**config.mk**
```make
export PLATFORM = sky130hd
export DESIGN_NAME = sample_ring_mgr
export DESIGN_NICKNAME = d
export VERILOG_FILES = /design/src/rtl/sca_mgr_pkg.sv /design/src/rtl/grp_fifo.sv /design/src/rtl/ring_writer.sv /design/src/rtl/dig_ctrl.sv /design/src/rtl/sample_ring_mgr.sv
export SDC_FILE = /design/constraint.sdc
export NUM_CORES = 1
export LEC_CHECK = 0
export BUFFER_PORTS_ARGS = -buffer_cell sky130_fd_sc_hd__buf_2
export CAP_MARGIN = 5
export CORE_ASPECT_RATIO = 1.25
export CORE_MARGIN = 3
export CORE_UTILIZATION = 60
export DETAILED_ROUTE_END_ITERATION = 10
export PLACE_DENSITY_LB_ADDON = 0.12
export REMOVE_ABC_BUFFERS = 1
export SLEW_MARGIN = 10
export SYNTH_ARGS = -nofsm -noshare
export SYNTH_HDL_FRONTEND = slang
export SYNTH_SLANG_ARGS = --single-unit
```
**constraint.sdc**
```tcl
create_clock -name clk_i -period 8.72 [get_ports clk_i]
set_input_delay 1.308 -clock clk_i [delete_from_list [all_inputs] [get_ports clk_i]]
set_output_delay 1.308 -clock clk_i [all_outputs]
set_load 0.02 [all_outputs]
```
**src/rtl/sca_mgr_pkg.sv**
```systemverilog
package sca_mgr_pkg;
  parameter int unsigned BLK_N    = 12;
  parameter int unsigned CELL_N   = 8;
  parameter int unsigned TAG_W    = 4;
  parameter int unsigned BLK_W    = $clog2(BLK_N);
  parameter int unsigned CELL_W   = $clog2(CELL_N);
  parameter int unsigned ADDR_W   = BLK_W + CELL_W;
  parameter int unsigned GRP_BLKS = 2;

  typedef logic [BLK_W-1:0] blk_t;

  typedef struct packed {
    blk_t             a;
    blk_t             b;
    logic [TAG_W-1:0] tag;
  } grp_t;

  function automatic logic [ADDR_W-1:0] gray_addr(blk_t b, logic [CELL_W-1:0] c);
    logic [ADDR_W-1:0] n;
    n = {b, c};
    return n ^ (n >> 1);
  endfunction

  function automatic logic [BLK_N-1:0] grp_mask(grp_t g);
    logic [BLK_N-1:0] m;
    m = '0;
    m[g.a] = 1'b1;
    m[g.b] = 1'b1;
    return m;
  endfunction
endpackage

```
**src/rtl/grp_fifo.sv**
```systemverilog
module grp_fifo #(
  parameter int unsigned W     = 8,
  parameter int unsigned DEPTH = 4
) (
  input  logic         clk_i,
  input  logic         rst_ni,
  input  logic         push_i,
  input  logic [W-1:0] data_i,
  input  logic         pop_i,
  output logic [W-1:0] data_o,
  output logic         empty_o,
  output logic         full_o
);
  localparam int unsigned PTR_W = (DEPTH > 1) ? $clog2(DEPTH) : 1;
  localparam int unsigned CNT_W = $clog2(DEPTH + 1);

  logic [W-1:0]     mem_q [DEPTH];
  logic [PTR_W-1:0] rd_q, wr_q;
  logic [CNT_W-1:0] cnt_q;
  logic             do_push, do_pop;

  assign empty_o = (cnt_q == '0);
  assign full_o  = (cnt_q == CNT_W'(DEPTH));
  assign do_push = push_i && !full_o;
  assign do_pop  = pop_i && !empty_o;
  assign data_o  = mem_q[rd_q];

  function automatic logic [PTR_W-1:0] inc(logic [PTR_W-1:0] p);
    return (p == PTR_W'(DEPTH - 1)) ? '0 : p + PTR_W'(1);
  endfunction

  always_ff @(posedge clk_i or negedge rst_ni) begin
    if (!rst_ni) begin
      rd_q  <= '0;
      wr_q  <= '0;
      cnt_q <= '0;
      for (int i = 0; i < int'(DEPTH); i++) mem_q[i] <= '0;
    end else begin
      if (do_push) begin
        mem_q[wr_q] <= data_i;
        wr_q        <= inc(wr_q);
      end
      if (do_pop) rd_q <= inc(rd_q);
      case ({do_push, do_pop})
        2'b10:   cnt_q <= cnt_q + CNT_W'(1);
        2'b01:   cnt_q <= cnt_q - CNT_W'(1);
        default: cnt_q <= cnt_q;
      endcase
    end
  end
endmodule

```
**src/rtl/ring_writer.sv**
```systemverilog
module ring_writer
  import sca_mgr_pkg::*;
(
  input  logic              clk_i,
  input  logic              rst_ni,
  input  logic [BLK_N-1:0]  rsv_next_i,
  output logic              wr_en_o,
  output logic [ADDR_W-1:0] wr_addr_o,
  output blk_t              cur_o,
  output blk_t              h0_o,
  output blk_t              h1_o,
  output logic              hist_ok_o
);
  logic              phase_q;
  logic [CELL_W-1:0] cell_q;
  blk_t              cur_q, h0_q, h1_q, nxt_blk;
  logic [1:0]        hn_q;

  // nearest unreserved block after the current one, ring order
  always_comb begin
    nxt_blk = cur_q;
    for (int i = int'(BLK_N) - 1; i >= 1; i--) begin
      int j;
      j = int'(cur_q) + i;
      if (j >= int'(BLK_N)) j = j - int'(BLK_N);
      if (!rsv_next_i[j]) nxt_blk = blk_t'(j);
    end
  end

  always_ff @(posedge clk_i or negedge rst_ni) begin
    if (!rst_ni) begin
      phase_q <= 1'b0;
      cell_q  <= '0;
      cur_q   <= '0;
      h0_q    <= '0;
      h1_q    <= '0;
      hn_q    <= '0;
    end else begin
      phase_q <= !phase_q;
      if (phase_q) begin
        if (cell_q == CELL_W'(CELL_N - 1)) begin
          cell_q <= '0;
          h1_q   <= h0_q;
          h0_q   <= cur_q;
          cur_q  <= nxt_blk;
          if (hn_q != 2'd2) hn_q <= hn_q + 2'd1;
        end else begin
          cell_q <= cell_q + CELL_W'(1);
        end
      end
    end
  end

  assign wr_en_o   = phase_q;
  assign wr_addr_o = gray_addr(cur_q, cell_q);
  assign cur_o     = cur_q;
  assign h0_o      = h0_q;
  assign h1_o      = h1_q;
  assign hist_ok_o = (hn_q == 2'd2);
endmodule

```
**src/rtl/dig_ctrl.sv**
```systemverilog
module dig_ctrl
  import sca_mgr_pkg::*;
(
  input  logic              clk_i,
  input  logic              rst_ni,
  input  logic              q_empty_i,
  input  grp_t              q_data_i,
  input  logic              done_i,
  output logic              pop_o,
  output logic              start_o,
  output grp_t              grp_o,
  output logic              rd_valid_o,
  output logic [ADDR_W-1:0] rd_addr_o,
  output logic [BLK_N-1:0]  free_o
);
  localparam int unsigned RC_W = CELL_W + 1;

  logic            busy_q, start_q;
  logic [RC_W-1:0] cnt_q;
  grp_t            grp_q;

  assign pop_o = !busy_q && !q_empty_i;

  always_ff @(posedge clk_i or negedge rst_ni) begin
    if (!rst_ni) begin
      busy_q  <= 1'b0;
      start_q <= 1'b0;
      cnt_q   <= '0;
      grp_q   <= '0;
    end else begin
      start_q <= pop_o;
      if (pop_o) begin
        busy_q <= 1'b1;
        grp_q  <= q_data_i;
        cnt_q  <= '0;
      end else if (busy_q) begin
        if (done_i) busy_q <= 1'b0;
        if (cnt_q != '1) cnt_q <= cnt_q + RC_W'(1);
      end
    end
  end

  assign start_o    = start_q;
  assign grp_o      = grp_q;
  assign rd_valid_o = busy_q;
  assign rd_addr_o  = gray_addr(cnt_q[CELL_W] ? grp_q.b : grp_q.a, cnt_q[CELL_W-1:0]);
  assign free_o     = (busy_q && done_i) ? grp_mask(grp_q) : '0;
endmodule

```
**src/rtl/sample_ring_mgr.sv**
```systemverilog
module sample_ring_mgr
  import sca_mgr_pkg::*;
#(
  parameter int unsigned LAT_W      = 8,
  parameter int unsigned PEND_DEPTH = 4,
  parameter int unsigned DIG_DEPTH  = 4
) (
  input  logic              clk_i,
  input  logic              rst_ni,
  input  logic              trig_i,
  input  logic              accept_i,
  input  logic [LAT_W-1:0]  lat_i,
  input  logic              done_i,
  output logic              wr_en_o,
  output logic [ADDR_W-1:0] wr_addr_o,
  output logic              rd_valid_o,
  output logic [ADDR_W-1:0] rd_addr_o,
  output logic              dig_start_o,
  output logic [BLK_W-1:0]  dig_blk_a_o,
  output logic [BLK_W-1:0]  dig_blk_b_o,
  output logic [TAG_W-1:0]  dig_tag_o,
  output logic              ovf_o
);
  localparam int unsigned STAMP_W  = LAT_W + 2;
  localparam int unsigned GRP_W    = $bits(grp_t);
  localparam int unsigned PEND_W   = GRP_W + STAMP_W;
  localparam int unsigned MIN_FREE = GRP_BLKS + 2;

  logic [BLK_N-1:0]   rsv_q, rsv_d, set_m, free_m, dig_free;
  logic [STAMP_W-1:0] tick_q;
  logic [TAG_W-1:0]   xing_q;
  logic               ovf_q;

  blk_t cur, h0, h1;
  logic hist_ok;

  ring_writer u_writer (
    .clk_i, .rst_ni,
    .rsv_next_i (rsv_d),
    .wr_en_o, .wr_addr_o,
    .cur_o (cur), .h0_o (h0), .h1_o (h1), .hist_ok_o (hist_ok)
  );

  // trigger admission
  grp_t new_grp;
  logic trig_ok, p_push, p_pop, p_empty, p_full;
  logic [PEND_W-1:0]  p_rdata;
  grp_t               p_head;
  logic [STAMP_W-1:0] p_stamp;

  assign new_grp.a   = h1;
  assign new_grp.b   = h0;
  assign new_grp.tag = xing_q;
  assign trig_ok = hist_ok && !rsv_q[h0] && !rsv_q[h1] && (h0 != cur) && (h1 != cur)
                   && (h0 != h1) && !p_full && ($countones(~rsv_q) >= MIN_FREE);
  assign p_push  = trig_i && trig_ok;

  grp_fifo #(.W(PEND_W), .DEPTH(PEND_DEPTH)) u_pend (
    .clk_i, .rst_ni,
    .push_i (p_push), .data_i ({new_grp, tick_q}),
    .pop_i (p_pop), .data_o (p_rdata),
    .empty_o (p_empty), .full_o (p_full)
  );
  assign {p_head, p_stamp} = p_rdata;

  // match window on the oldest waiting group
  logic [STAMP_W-1:0] age, lat_ext, win_lo, win_hi;
  logic in_win, hit, expire, d_push, d_pop, d_empty, d_full;
  grp_t d_head;

  assign age     = tick_q - p_stamp;
  assign lat_ext = STAMP_W'(lat_i);
  assign win_lo  = (lat_i > LAT_W'(1)) ? lat_ext - STAMP_W'(1) : STAMP_W'(1);
  assign win_hi  = lat_ext + STAMP_W'(1);
  assign in_win  = !p_empty && (age >= win_lo) && (age <= win_hi);
  assign hit     = accept_i && in_win;
  assign expire  = !p_empty && !hit && (age >= win_hi);
  assign p_pop   = hit || expire;
  assign d_push  = hit && !d_full;

  grp_fifo #(.W(GRP_W), .DEPTH(DIG_DEPTH)) u_digq (
    .clk_i, .rst_ni,
    .push_i (d_push), .data_i (p_head),
    .pop_i (d_pop), .data_o (d_head),
    .empty_o (d_empty), .full_o (d_full)
  );

  grp_t dig_grp;
  dig_ctrl u_dig (
    .clk_i, .rst_ni,
    .q_empty_i (d_empty), .q_data_i (d_head), .done_i,
    .pop_o (d_pop), .start_o (dig_start_o), .grp_o (dig_grp),
    .rd_valid_o, .rd_addr_o, .free_o (dig_free)
  );

  // block ledger
  assign free_m = dig_free | ((expire || (hit && d_full)) ? grp_mask(p_head) : '0);
  assign set_m  = p_push ? grp_mask(new_grp) : '0;
  assign rsv_d  = (rsv_q & ~free_m) | set_m;

  always_ff @(posedge clk_i or negedge rst_ni) begin
    if (!rst_ni) begin
      rsv_q  <= '0;
      tick_q <= '0;
      xing_q <= '0;
      ovf_q  <= 1'b0;
    end else begin
      rsv_q  <= rsv_d;
      tick_q <= tick_q + STAMP_W'(1);
      xing_q <= xing_q + TAG_W'(1);
      if ((trig_i && !trig_ok) || (hit && d_full)) ovf_q <= 1'b1;
    end
  end

  assign dig_blk_a_o = dig_grp.a;
  assign dig_blk_b_o = dig_grp.b;
  assign dig_tag_o   = dig_grp.tag;
  assign ovf_o       = ovf_q;
endmodule

```
; ---- Yosys cells after proc, flatten, opt, wreduce, memory -nomap -nowiden
; Index checks and enable logic that the tools add are counted.
[classes]
addsub = 49
n_lt_le_gt_ge = 45
eq_ne = 18
mux = 101
n_bitwise = 14
n_reduce_logical = 53
[op_table]
columns = op, n
row1 = greater-or-equal comparator 32 x 5 -> 1 bit (second input constant), 11
row2 = < comparator 32 x 6 -> 1 bit (second input constant), 11
row3 = two-way mux 32 bit, 11
row4 = subtractor 32 x 5 -> 32 bit (second input constant), 11
row5 = bitwise mux 88 bit, 1
row6 = two-way mux 12 bit, 6
row7 = two-way mux 22 bit, 3
row8 = two-way mux 4 bit, 15
row9 = OR 12 bit, 5
row10 = binary-select mux 1 bit (select 4 bit), 13
row11 = bitwise mux 48 bit, 1
row12 = binary-select mux 22 bit (select 2 bit), 1
row13 = demux 22 bit (select 2 bit), 1
row14 = two-way mux 1 bit, 33
row15 = logical AND 1 bit, 30
row16 = < comparator 4 x 5 -> 1 bit (second input constant), 6
row17 = binary-select mux 12 bit (select 2 bit), 1
row18 = demux 1 bit (select 4 bit), 6
row19 = demux 12 bit (select 2 bit), 1
row20 = greater-or-equal comparator 4 x 1 -> 1 bit (second input constant), 6
row21 = NOT 12 bit, 2
row22 = adder 4 x 3 -> 5 bit (second input constant), 4
row23 = adder 4 x 4 -> 5 bit (second input constant), 4
row24 = == test 2 bit (second input constant), 7
row25 = 40 further kinds, 90
[word_totals]
reg_bits = 213
output_inout_bits = 30

; ---- Logic depth before layout (Yosys ltp)
; Gate-level depths: netlist of the first run.
[logic_depth]
ltp_word = 32
depth_mapped = 31

; ---- Cells and area by module
; From an unflattened synthesis of the first run, not the netlist that was laid out.
[unflattened]
cells_unflattened = 1208
area_unflattened_um2 = 13933.4
[by_module_without_submodules]
columns = mod, instances, cells_each, area_each_um2, seq_area_each_um2
row1 = grp_fifo (u_pend), 1, 254, 4256.6, 2377.3
row2 = sample_ring_mgr, 1, 382, 3268.1, 675.6
row3 = ring_writer, 1, 309, 2771.4, 450.4
row4 = grp_fifo (u_digq), 1, 158, 2518.7, 1376.3
row5 = dig_ctrl, 1, 105, 1118.6, 450.4

; ---- Worst setup path before layout of the first run
; No wires, ideal clock.
[synth_timing]
kind = register to register
startpoint = register u_pend.rd_q[0]
endpoint = register u_writer.cur_q[0] (netlist: u_writer.cur_o[0])
setup_ns = 0.139
arrival_time_ns = 6.691
path_slack_ns = 1.890
path_stages_with_launch = 30
n_path_buf = 4
synth_period_minus_slack_ns = 6.830
cell_sequence = dfrtp_1 buf_6 buf_2 buf_1 mux4_2 ha_1 inv_1 fa_1 a21o_1 a21oi_1 o21bai_1 a21oi_1 o21bai_1 a21oi_1 xnor2_1 ha_1 a2111oi_0 o21ai_0 o22ai_1 nor2_1 a221o_1 a21o_1 buf_6 o211a_1 mux4_2 mux2_2 mux2_4 o41ai_4 o21bai_1 xnor2_1
[synth_via]
elab_chain_len = 31
[synth_lines]
columns = item, line_no
row1 = from (decl), grp_fifo.sv:18  ; logic [PTR_W-1:0] rd_q, wr_q;
row2 = from (signal assigned), grp_fifo.sv:43  ; if (do_pop) rd_q <= inc(rd_q);
row3 = NOT 2 -> 3 bit (not written as such) *, grp_fifo.sv:26  ; assign data_o = mem_q[rd_q];
row4 = binary-select mux 22 bit (select 2 bit) *, grp_fifo.sv:26
row5 = two-way mux 22 bit (not written as such) * (2 in series), grp_fifo.sv:26
row6 = subtractor 10 bit, sample_ring_mgr.sv:71  ; assign age = tick_q - p_stamp;
row7 = greater-or-equal comparator 10 bit, sample_ring_mgr.sv:75  ; assign in_win = !p_empty && (age >= win_lo) && (age <= win_hi);
row8 = logical AND 1 bit (2 in series), sample_ring_mgr.sv:75
row9 = logical AND 1 bit, sample_ring_mgr.sv:76  ; assign hit = accept_i && in_win;
row10 = zero test 1 bit, sample_ring_mgr.sv:77  ; assign expire = !p_empty && !hit && (age >= win_hi);
row11 = (+3 left out), --
row12 = two-way mux 12 bit *, sample_ring_mgr.sv:97  ; assign free_m = dig_free | ((expire || (hit && d_full)) ? grp_mask(p_head) : '0);
row13 = OR 12 bit *, sample_ring_mgr.sv:97
row14 = NOT 12 bit *, sample_ring_mgr.sv:99  ; assign rsv_d = (rsv_q & ~free_m) | set_m;
row15 = bitwise AND 12 bit *, sample_ring_mgr.sv:99
row16 = OR 12 bit *, sample_ring_mgr.sv:99
row17 = binary-select mux 1 bit (select 4 bit), ring_writer.sv:26  ; if (!rsv_next_i[j]) nxt_blk = blk_t'(j);
row18 = two-way mux 1 bit (not written as such) (2 in series), ring_writer.sv:26
row19 = two-way mux 4 bit (10 in series), ring_writer.sv:26
row20 = to (signal assigned), ring_writer.sv:45  ; cur_q <= nxt_blk;
row21 = to (decl), ring_writer.sv:16  ; blk_t cur_q, h0_q, h1_q, nxt_blk;
; Mark *: on every way between the ends. The rest lies on a longest branch, timed or not. The select of a mux whose other input is x is not followed.
; A chain may end at the register's enable or synchronous reset.

; ---- Final worst setup path of the first run
[layout_timing]
startpoint = register u_pend.rd_q[0]
endpoint = register u_writer.cur_q[2] (netlist: u_writer.cur_o[2])
[layout_via]
elab_chain_len = 31
[layout_lines]
columns = item, line_no
row1 = NOT 2 -> 3 bit (not written as such) *, grp_fifo.sv:26
row2 = binary-select mux 22 bit (select 2 bit) *, grp_fifo.sv:26
row3 = two-way mux 22 bit (not written as such) * (2 in series), grp_fifo.sv:26
row4 = subtractor 10 bit, sample_ring_mgr.sv:71
row5 = greater-or-equal comparator 10 bit, sample_ring_mgr.sv:75
row6 = logical AND 1 bit (2 in series), sample_ring_mgr.sv:75
row7 = logical AND 1 bit, sample_ring_mgr.sv:76
row8 = zero test 1 bit, sample_ring_mgr.sv:77
row9 = (+4 left out), --
row10 = OR 12 bit *, sample_ring_mgr.sv:97
row11 = NOT 12 bit *, sample_ring_mgr.sv:99
row12 = bitwise AND 12 bit *, sample_ring_mgr.sv:99
row13 = OR 12 bit *, sample_ring_mgr.sv:99
row14 = via rsv_d[1], sample_ring_mgr.sv:29  ; logic [BLK_N-1:0] rsv_q, rsv_d, set_m, free_m, dig_free;
row15 = binary-select mux 1 bit (select 4 bit), ring_writer.sv:26
row16 = two-way mux 1 bit (not written as such) (2 in series), ring_writer.sv:26
row17 = two-way mux 4 bit (10 in series), ring_writer.sv:26
; The timed path passes the listed nets; every way through them passes the cells marked *. The select of a mux whose other input is x is not followed.

==> results by group, run 1 <==
Outcome
  • Status: finished clean

CTS
  • CTS Hold Bufs: 0
  • Worst-path clk slew: around 0.06 ns
  • Post-CTS Resized: 0
  • TritonCTS Buffers: 23
  • Root buf cell: clkbuf_16
  • H-tree levels: 1
  • Clk buf depth: 3
  • Clk sink count: between 200 and 250
  • CTS tree: yes
  • Post-CTS setup buffers: 0
  • Clk Latency, worst-skew pair: between 0.5 and 0.6 ns

Power
  • Leakage: between 0.007 and 0.008 µW
  • Cell Pwr Density: 220 mW/mm²
  • Peak VDD IR: between 200 and 250 µV

Yosys
  • Synth top area cells: dfrtp_1, mux2_2, mux4_2
  • Ys Warns: 0
  • Post-synthesis cell type count: 78
  • Avg Inst Size Synth: 11.0 µm²
  • XOR/XNOR share of the synthesized area: 0.0492
  • Predominant post-synthesis flop cell: dfrtp_1
  • Share of the synthesized area in the top cell type: 0.389
  • Asr flop ratio synth: 1.00
  • #FFs+latches synth: 213
  • Largest area contributor in the netlist: dfrtp_1
  • Seq/Total Area, Yosys: 0.389
  • Adder-Cell Fraction of Synth Area: 0.0816
  • Cells after Synth: 1247
  • Post-synthesis simple-gate area fraction: 0.0988
  • Largest family of logic cells by synthesized area: multiplexers
  • Compound-gate portion of the synthesized area: 0.123
  • Proportion of synthesized area in mux cells: 0.216
  • Cell Area, Synth: 0.0137 mm²
  • Number of enable flip-flop cells after synthesis: 0

Route
  • Post-route ant nets: 0
  • Max layer used: met4
  • First drt pass iteration count: 8
  • Vias/cell: roughly 6.3
  • M1 WL: ~14 mm
  • DR vias: about 9900
  • Drt initial violations: ~800
  • DRC violations left: 0
  • Met2 routed WL: between 15 and 20 mm
  • Met3 routed WL: 1.67 mm
  • WL final: around 33 mm
  • Routed len/inst: approximately 21 µm

Final layout
  • Final Non-Filler Cells: roughly 1600
  • Syn-to-layout area delta: 9.04%
  • Layout cell share with drive strength beyond 1: 0.237
  • Fin util: 0.669
  • Fin nets: between 1000 and 1500
  • Ant diodes: 0

Timing
  • Setup Total Neg Slack: 0 ns
  • Final setup fails: 0
  • Peak Freq: 0.133 GHz
  • Fin crit period: 7.54 ns
  • Worst-Margin Slew: roughly 0.87 ns
  • Max-Slew Margin vs Limit: 0.417
  • Final Hold Viols: 0
  • Slew Viols, Final: 0
  • Setup Skew: between 0.01 and 0.015 ns
  • RSZ-0062 raised after global routing: no
  • Tcrit/Tclk final: 0.865

GRT
  • Total track usage: 0.273
  • Initial antenna violation count: 0
  • Largest net degree at the start of global routing: around 110
  • Total grt overflow: 0
  • First-pass GRT wire length: between 50 and 60 mm
  • Vias in the first global route: 10206

Run
  • Max capacitance violation total: 0

Die
  • Die area: between 0.02 and 0.025 mm²
  • Top-Level Pins: 43
  • Site Rows: approximately 60
  • Die height: 175 µm
  • Core area: ~0.022 mm²
  • Die X: 141 µm
  • Initial Util: 0.613

Min path
  • Worst min path class: flip-flop to flip-flop

Setup path
  • Worst-path maximum fanout: 14
  • Crit path arrival time: around 7.9 ns
  • Top Family by Delay on Critical Path: compound AO/OA/AOI/OAI gates
  • Crit end category: flip-flop
  • Critical path class: flip-flop to flip-flop
  • Required @ worst endpoint: about 9.1 ns
  • Worst path slowest cell: dfrtp_1
  • Startpoint Class: flip-flop
  • Max incr delay on CP: 0.85 ns
  • Cell mode on critical path: a21oi_1
  • Critical path buffer and inverter count: 2

Place
  • Number of port buffers: 42
  • HPWL after DPL: ~24 mm
  • Routability cong.: 1.01
  • Dpl cells: 1527
[power by group]
group	internal (µW)	switching (µW)
Clock	628	405
Sequential	1120	153
Combinational	438	539
Total	2190	1100
[state kept, by name, indices dropped and copies added (netlist names), 4 cells and up]
signal          cells
u_pend.mem_q       88
tick_q             10
u_dig.grp_o        12
xing_q              4
u_writer.cur_o      4
u_dig.cnt_q         4
u_writer.h1_o       4
u_digq.mem_q       48
rsv_q              12
u_writer.h0_o       4
[cells in the mapped netlist (4+ instances only)]
| cell type | count |
|---|---|
| ha_1 | 75 |
| nand3_1 | 18 |
| a2111oi_0 | 5 |
| and2_1 | 6 |
| a221oi_1 | 8 |
| dfrtp_1 | 213 |
| clkbuf_1 | 43 |
| a31oi_1 | 4 |
| nor3_1 | 16 |
| o22ai_1 | 6 |
| o21a_1 | 8 |
| nor2b_1 | 22 |
| inv_1 | 88 |
| a21oi_1 | 41 |
| fa_1 | 9 |
| mux4_2 | 49 |
| a221o_1 | 9 |
| nor2_1 | 50 |
| nand2_1 | 91 |
| a22oi_1 | 14 |
| nand2b_1 | 13 |
| xor2_1 | 35 |
| xnor2_1 | 42 |
| nor4_1 | 5 |
| a32oi_1 | 5 |
| and3_1 | 5 |
| a211oi_1 | 10 |
| a21o_1 | 10 |
| mux2_2 | 146 |
| mux2i_1 | 18 |
| nand4b_1 | 4 |
| o31ai_1 | 8 |
| nand4_1 | 5 |
| o211ai_1 | 4 |
| o21ai_0 | 69 |
| or3_1 | 6 |
| buf_1 | 6 |
| o211a_1 | 6 |
| nand3b_1 | 6 |
| buf_2 | 8 |
[metrics by stage]
step                      hold WS [ns]  setup WS, ns  cell area [µm²]  total power [µW]
after floorplan                  0.445          1.88            13500              1970
after detailed placement         0.457          1.21            14100              2270
after global placement           0.451          1.41            14100              2240
after global routing             0.494         0.614            15000              3470
after CTS                        0.475          1.16            15000              3310
final                            0.471          1.18            15000              3290
[cell usage in the layout (no fill, tap or decap), types with 9 or more instances in the layout]
cell	netlist	routed
nand3_1	18	18
ha_1	75	75
a22oi_1	14	14
a21o_1	10	10
nand2b_1	13	13
a221o_1	9	9
mux2i_1	18	18
fa_1	9	9
nor2b_1	22	22
nand2_1	91	91
buf_4	1	15
inv_1	88	88
xor2_1	35	35
mux4_2	49	49
mux2_2	146	146
nor3_1	16	16
a21oi_1	41	41
dfrtp_1	213	213
o21ai_0	69	69
nor2_1	50	50
buf_2	8	41
a211oi_1	10	10
xnor2_1	42	42
clkbuf_16	0	23
[logic make-up (layout without fill, tap and decap cells)]
logic type               Yosys count  after routing
adder cells (fa/ha/maj)           84             84
XOR/XNOR                          77             77
multiplexers                     215            215
buffers and inverters            149            186
AND/OR/NAND/NOR                  265            265
flip-flops                       213            213
AO/OA/AOI/OAI                    244            244
[cell type report]
class,instances,area [µm²]
Timing Repair Buffer,57,333
Clock buffer,32,669
Multi-Input combinational cell,885,7790
Inverter,89,334
Tap cell,283,354
Sequential cell,213,5330
Fill cell,1741,7410
Clock inverter,8,138
[routing by layer]
| metal | track usage | up-vias |
|---|---|---|
| met1 | 0.360 | 4903 |
| met3 | 0.0353 | 75 |
| met2 | 0.471 | 298 |
| li1 | - | 4577 |
| met4 | 0.0816 | 0 |
| met5 | 0 | - |
[worst paths after layout]
path                                       startpoint                             to  slack [ns]  depth (start not counted)
max                        u_pend.rd_q[0]$_DFFE_PN0P_  u_writer.cur_o[2]$_DFFE_PN0P_        1.18                         27
min                                 ovf_o$_DFFE_PN0P_              ovf_o$_DFFE_PN0P_        0.47                          1
max reg2reg                u_pend.rd_q[0]$_DFFE_PN0P_  u_writer.cur_o[2]$_DFFE_PN0P_        1.18                         27
min reg2reg                         ovf_o$_DFFE_PN0P_              ovf_o$_DFFE_PN0P_        0.47                          1
max in group asynchronous                      rst_ni   u_pend.mem_q[37]$_DFFE_PN0P_        6.00                          3
min in group asynchronous                      rst_ni     u_dig.grp_o[4]$_DFFE_PN0P_        0.85                          1
Power figures use the tool's default switching activity.
==> run 2, diff against run 1 <==
- ABC_CLOCK_PERIOD_IN_PS: unset -> 8720
- CORE_UTILIZATION: 60 -> 37
==> run 2 against run 1 <==
Final area is 2.4% higher. Largest cell class unchanged. Fmax is 2.3% lower. Sequential cell count unchanged. Cell count up 13%. Register-to-register slack got worse by 0.18 ns. Clock skew is 0.011 ns higher. Global-route usage decreased by 9.0 points. Via count down 1.4%. First-iteration DRC count decreased by 31%. Critical path type unchanged. Largest power group unchanged. Worst setup slack got worse by 0.18 ns.
==> results by group, run 2 (synthesized netlist as in run 1, its figures left out) <==
Outcome
  • Status: finished clean

Final layout
  • Top Registers: u_pend.mem_q (88), u_digq.mem_q (48)
  • Fin nets: ~1400
  • Syn-to-layout area delta: 11.7%
  • Most frequent cells in the layout: dfrtp_1, mux2_2, nand2_1
  • Register area: about 0.0053 mm²
  • Fillers: 3498
  • Layout cell share with drive strength beyond 1: 0.240
  • Area of the multi-input gates: 0.00780 mm²
  • Max reg flops: 88
  • Largest Register: u_pend.mem_q
  • Ant diodes: 0
  • Leading cell type in the layout, fill and taps excluded: dfrtp_1

Route
  • DR vias: 9719
  • Drt initial violations: ~550
  • Routed len/inst: between 20 and 25 µm
  • Post-route ant nets: 0
  • Vias/cell: between 5 and 6
  • DRC violations left: 0
  • First drt pass iteration count: 5
  • WL final: between 30 and 40 mm

Power
  • Peak VDD IR: roughly 170 µV
  • PnR Total Power: between 3000 and 4000 µW
  • Switching part of the total power: 0.337
  • Comb power frac: 0.292
  • Pint: about 2200 µW
  • Clock Power Share: 0.332
  • Switching pwr: 1140 µW
  • Cell Pwr Density: between 200 and 250 mW/mm²
  • Leakage: 0.00709 µW
  • Sequential power share: 0.376

Setup path
  • Crit path arrival time: around 8.1 ns
  • Cell mode on critical path: a21oi_1
  • Crit end category: flip-flop
  • Worst path slowest cell: a2111oi_1
  • Critical path class: flip-flop to flip-flop
  • Max incr delay on CP: about 0.8 ns
  • Startpoint Class: flip-flop
  • Worst-path maximum fanout: 12
  • Required @ worst endpoint: roughly 9.1 ns

Timing
  • Max-Slew Margin vs Limit: 0.339
  • Setup Total Neg Slack: 0 ns
  • Tcrit/Tclk final: 0.886
  • RSZ-0062 raised after global routing: no
  • Worst-Margin Slew: 0.988 ns
  • Fin crit period: 7.73 ns
  • Final Hold Viols: 0
  • Final setup fails: 0
  • Slew Viols, Final: 0
  • Peak Freq: between 0.1 and 0.15 GHz
  • Setup Skew: roughly 0.026 ns

CTS
  • CTS tree: yes
  • Clk Latency, worst-skew pair: around 0.55 ns
  • CTS Hold Bufs: 0
  • Root buf cell: clkbuf_16
  • H-tree levels: 1
  • Worst-path clk slew: roughly 0.060 ns
  • TritonCTS Buffers: 26
  • Clk sink count: around 210
  • Post-CTS setup buffers: 0
  • Clk buf depth: 3
  • Post-CTS Resized: 0

GRT
  • Initial antenna violation count: 0
  • Largest net degree at the start of global routing: between 70 and 80
  • Total grt overflow: 0
  • Vias in the first global route: 10091
  • First-pass GRT wire length: 57.3 mm
  • Total track usage: 0.182

Min path
  • Worst min path class: flip-flop to flip-flop

Place
  • Routability cong.: around 0.86
  • Number of port buffers: between 40 and 50
  • HPWL after DPL: between 20 and 30 mm

Die
  • Initial Util: 0.377
  • Site Rows: 78
  • Core area: ~0.036 mm²
  • Top-Level Pins: between 40 and 50
  • Die height: roughly 220 µm
  • Die X: roughly 180 µm
  • Die area: between 0.03 and 0.04 mm²

Run
  • Max capacitance violation total: 0
## run 2: changes by cell type in the layout (fill, tap and decap cells not counted), sizes merged
| cell | previous run | this run |
|---|---|---|
| clkinvlp | 0 | 1 |
| clkinv | 3 | 6 |
| inv | 91 | 90 |
| clkbuf | 32 | 35 |
## run 2: power groups by stage
| stage | Combinational (µW) | Clock (µW) | Sequential [µW] |
|---|---|---|---|
| after floorplan | 687 | 0 | 1280 |
| after global placement | 986 | 0 | 1290 |
| after detailed placement | 997 | 0 | 1290 |
| after CTS | 1000 | 1160 | 1270 |
| after global routing | 1110 | 1200 | 1300 |
| final | 990 | 1120 | 1270 |
## run 2: metrics by stage
step	utilization	std cells	setup WS, ns	hold WS, ns	cell area [µm²]
finish	0.421	1770	0.995	0.473	15300
global route	0.421	1770	0.413	0.506	15300
CTS	0.421	1770	1.12	0.479	15300
detailed placement	0.396	1724	1.17	0.460	14400
global placement	0.396	1724	1.28	0.457	14400
floorplan	-	1187	1.88	0.445	13500
## run 2: final cells by class
cell class / count / share of cell area
Clock buffer: 35 / 0.0480
Clock inverter: 11 / 0.0113
Inverter: 89 / 0.0218
Multi-Input combinational cell: 885 / 0.510
Sequential cell: 213 / 0.348
Tap cell: 480 / 0.0392
Timing Repair Buffer: 57 / 0.0217
## run 2: worst max-delay path, delay by kind of cell, from the launching register on
family,cells,cell delay (ns)
AO/OA/AOI/OAI,16,4.37
buffers and inverters,2,0.17
multiplexers,3,1.16
AND/OR/NAND/NOR,2,0.17
adder cells (fa/ha/maj),3,0.79
XOR/XNOR,1,0.12
flip-flops,1,0.78
## run 2: layer usage
metal / up-vias / GRT usage / share of wire
met5: - / 0 / 0
met2: 185 / 0.309 / 0.50
met1: 4878 / 0.240 / 0.44
li1: 4604 / - / -
met4: 0 / 0.0601 / 0.029
met3: 52 / 0.0239 / 0.035
## run 2: worst paths after layout
kind	from	end	slack [ns]	depth (start not counted)
worst max-delay path	u_pend.rd_q[1]$_DFFE_PN0P_	u_writer.cur_o[1]$_DFFE_PN0P_	0.99	27
min in group asynchronous	rst_ni	u_dig.cnt_q[3]$_DFFE_PN0P_	0.71	1
max in group asynchronous	rst_ni	u_pend.mem_q[66]$_DFFE_PN0P_	6.61	2
worst max register to register	u_pend.rd_q[1]$_DFFE_PN0P_	u_writer.cur_o[1]$_DFFE_PN0P_	0.99	27
worst min register to register	ovf_o$_DFFE_PN0P_	ovf_o$_DFFE_PN0P_	0.47	1
worst min-delay path	ovf_o$_DFFE_PN0P_	ovf_o$_DFFE_PN0P_	0.47	1
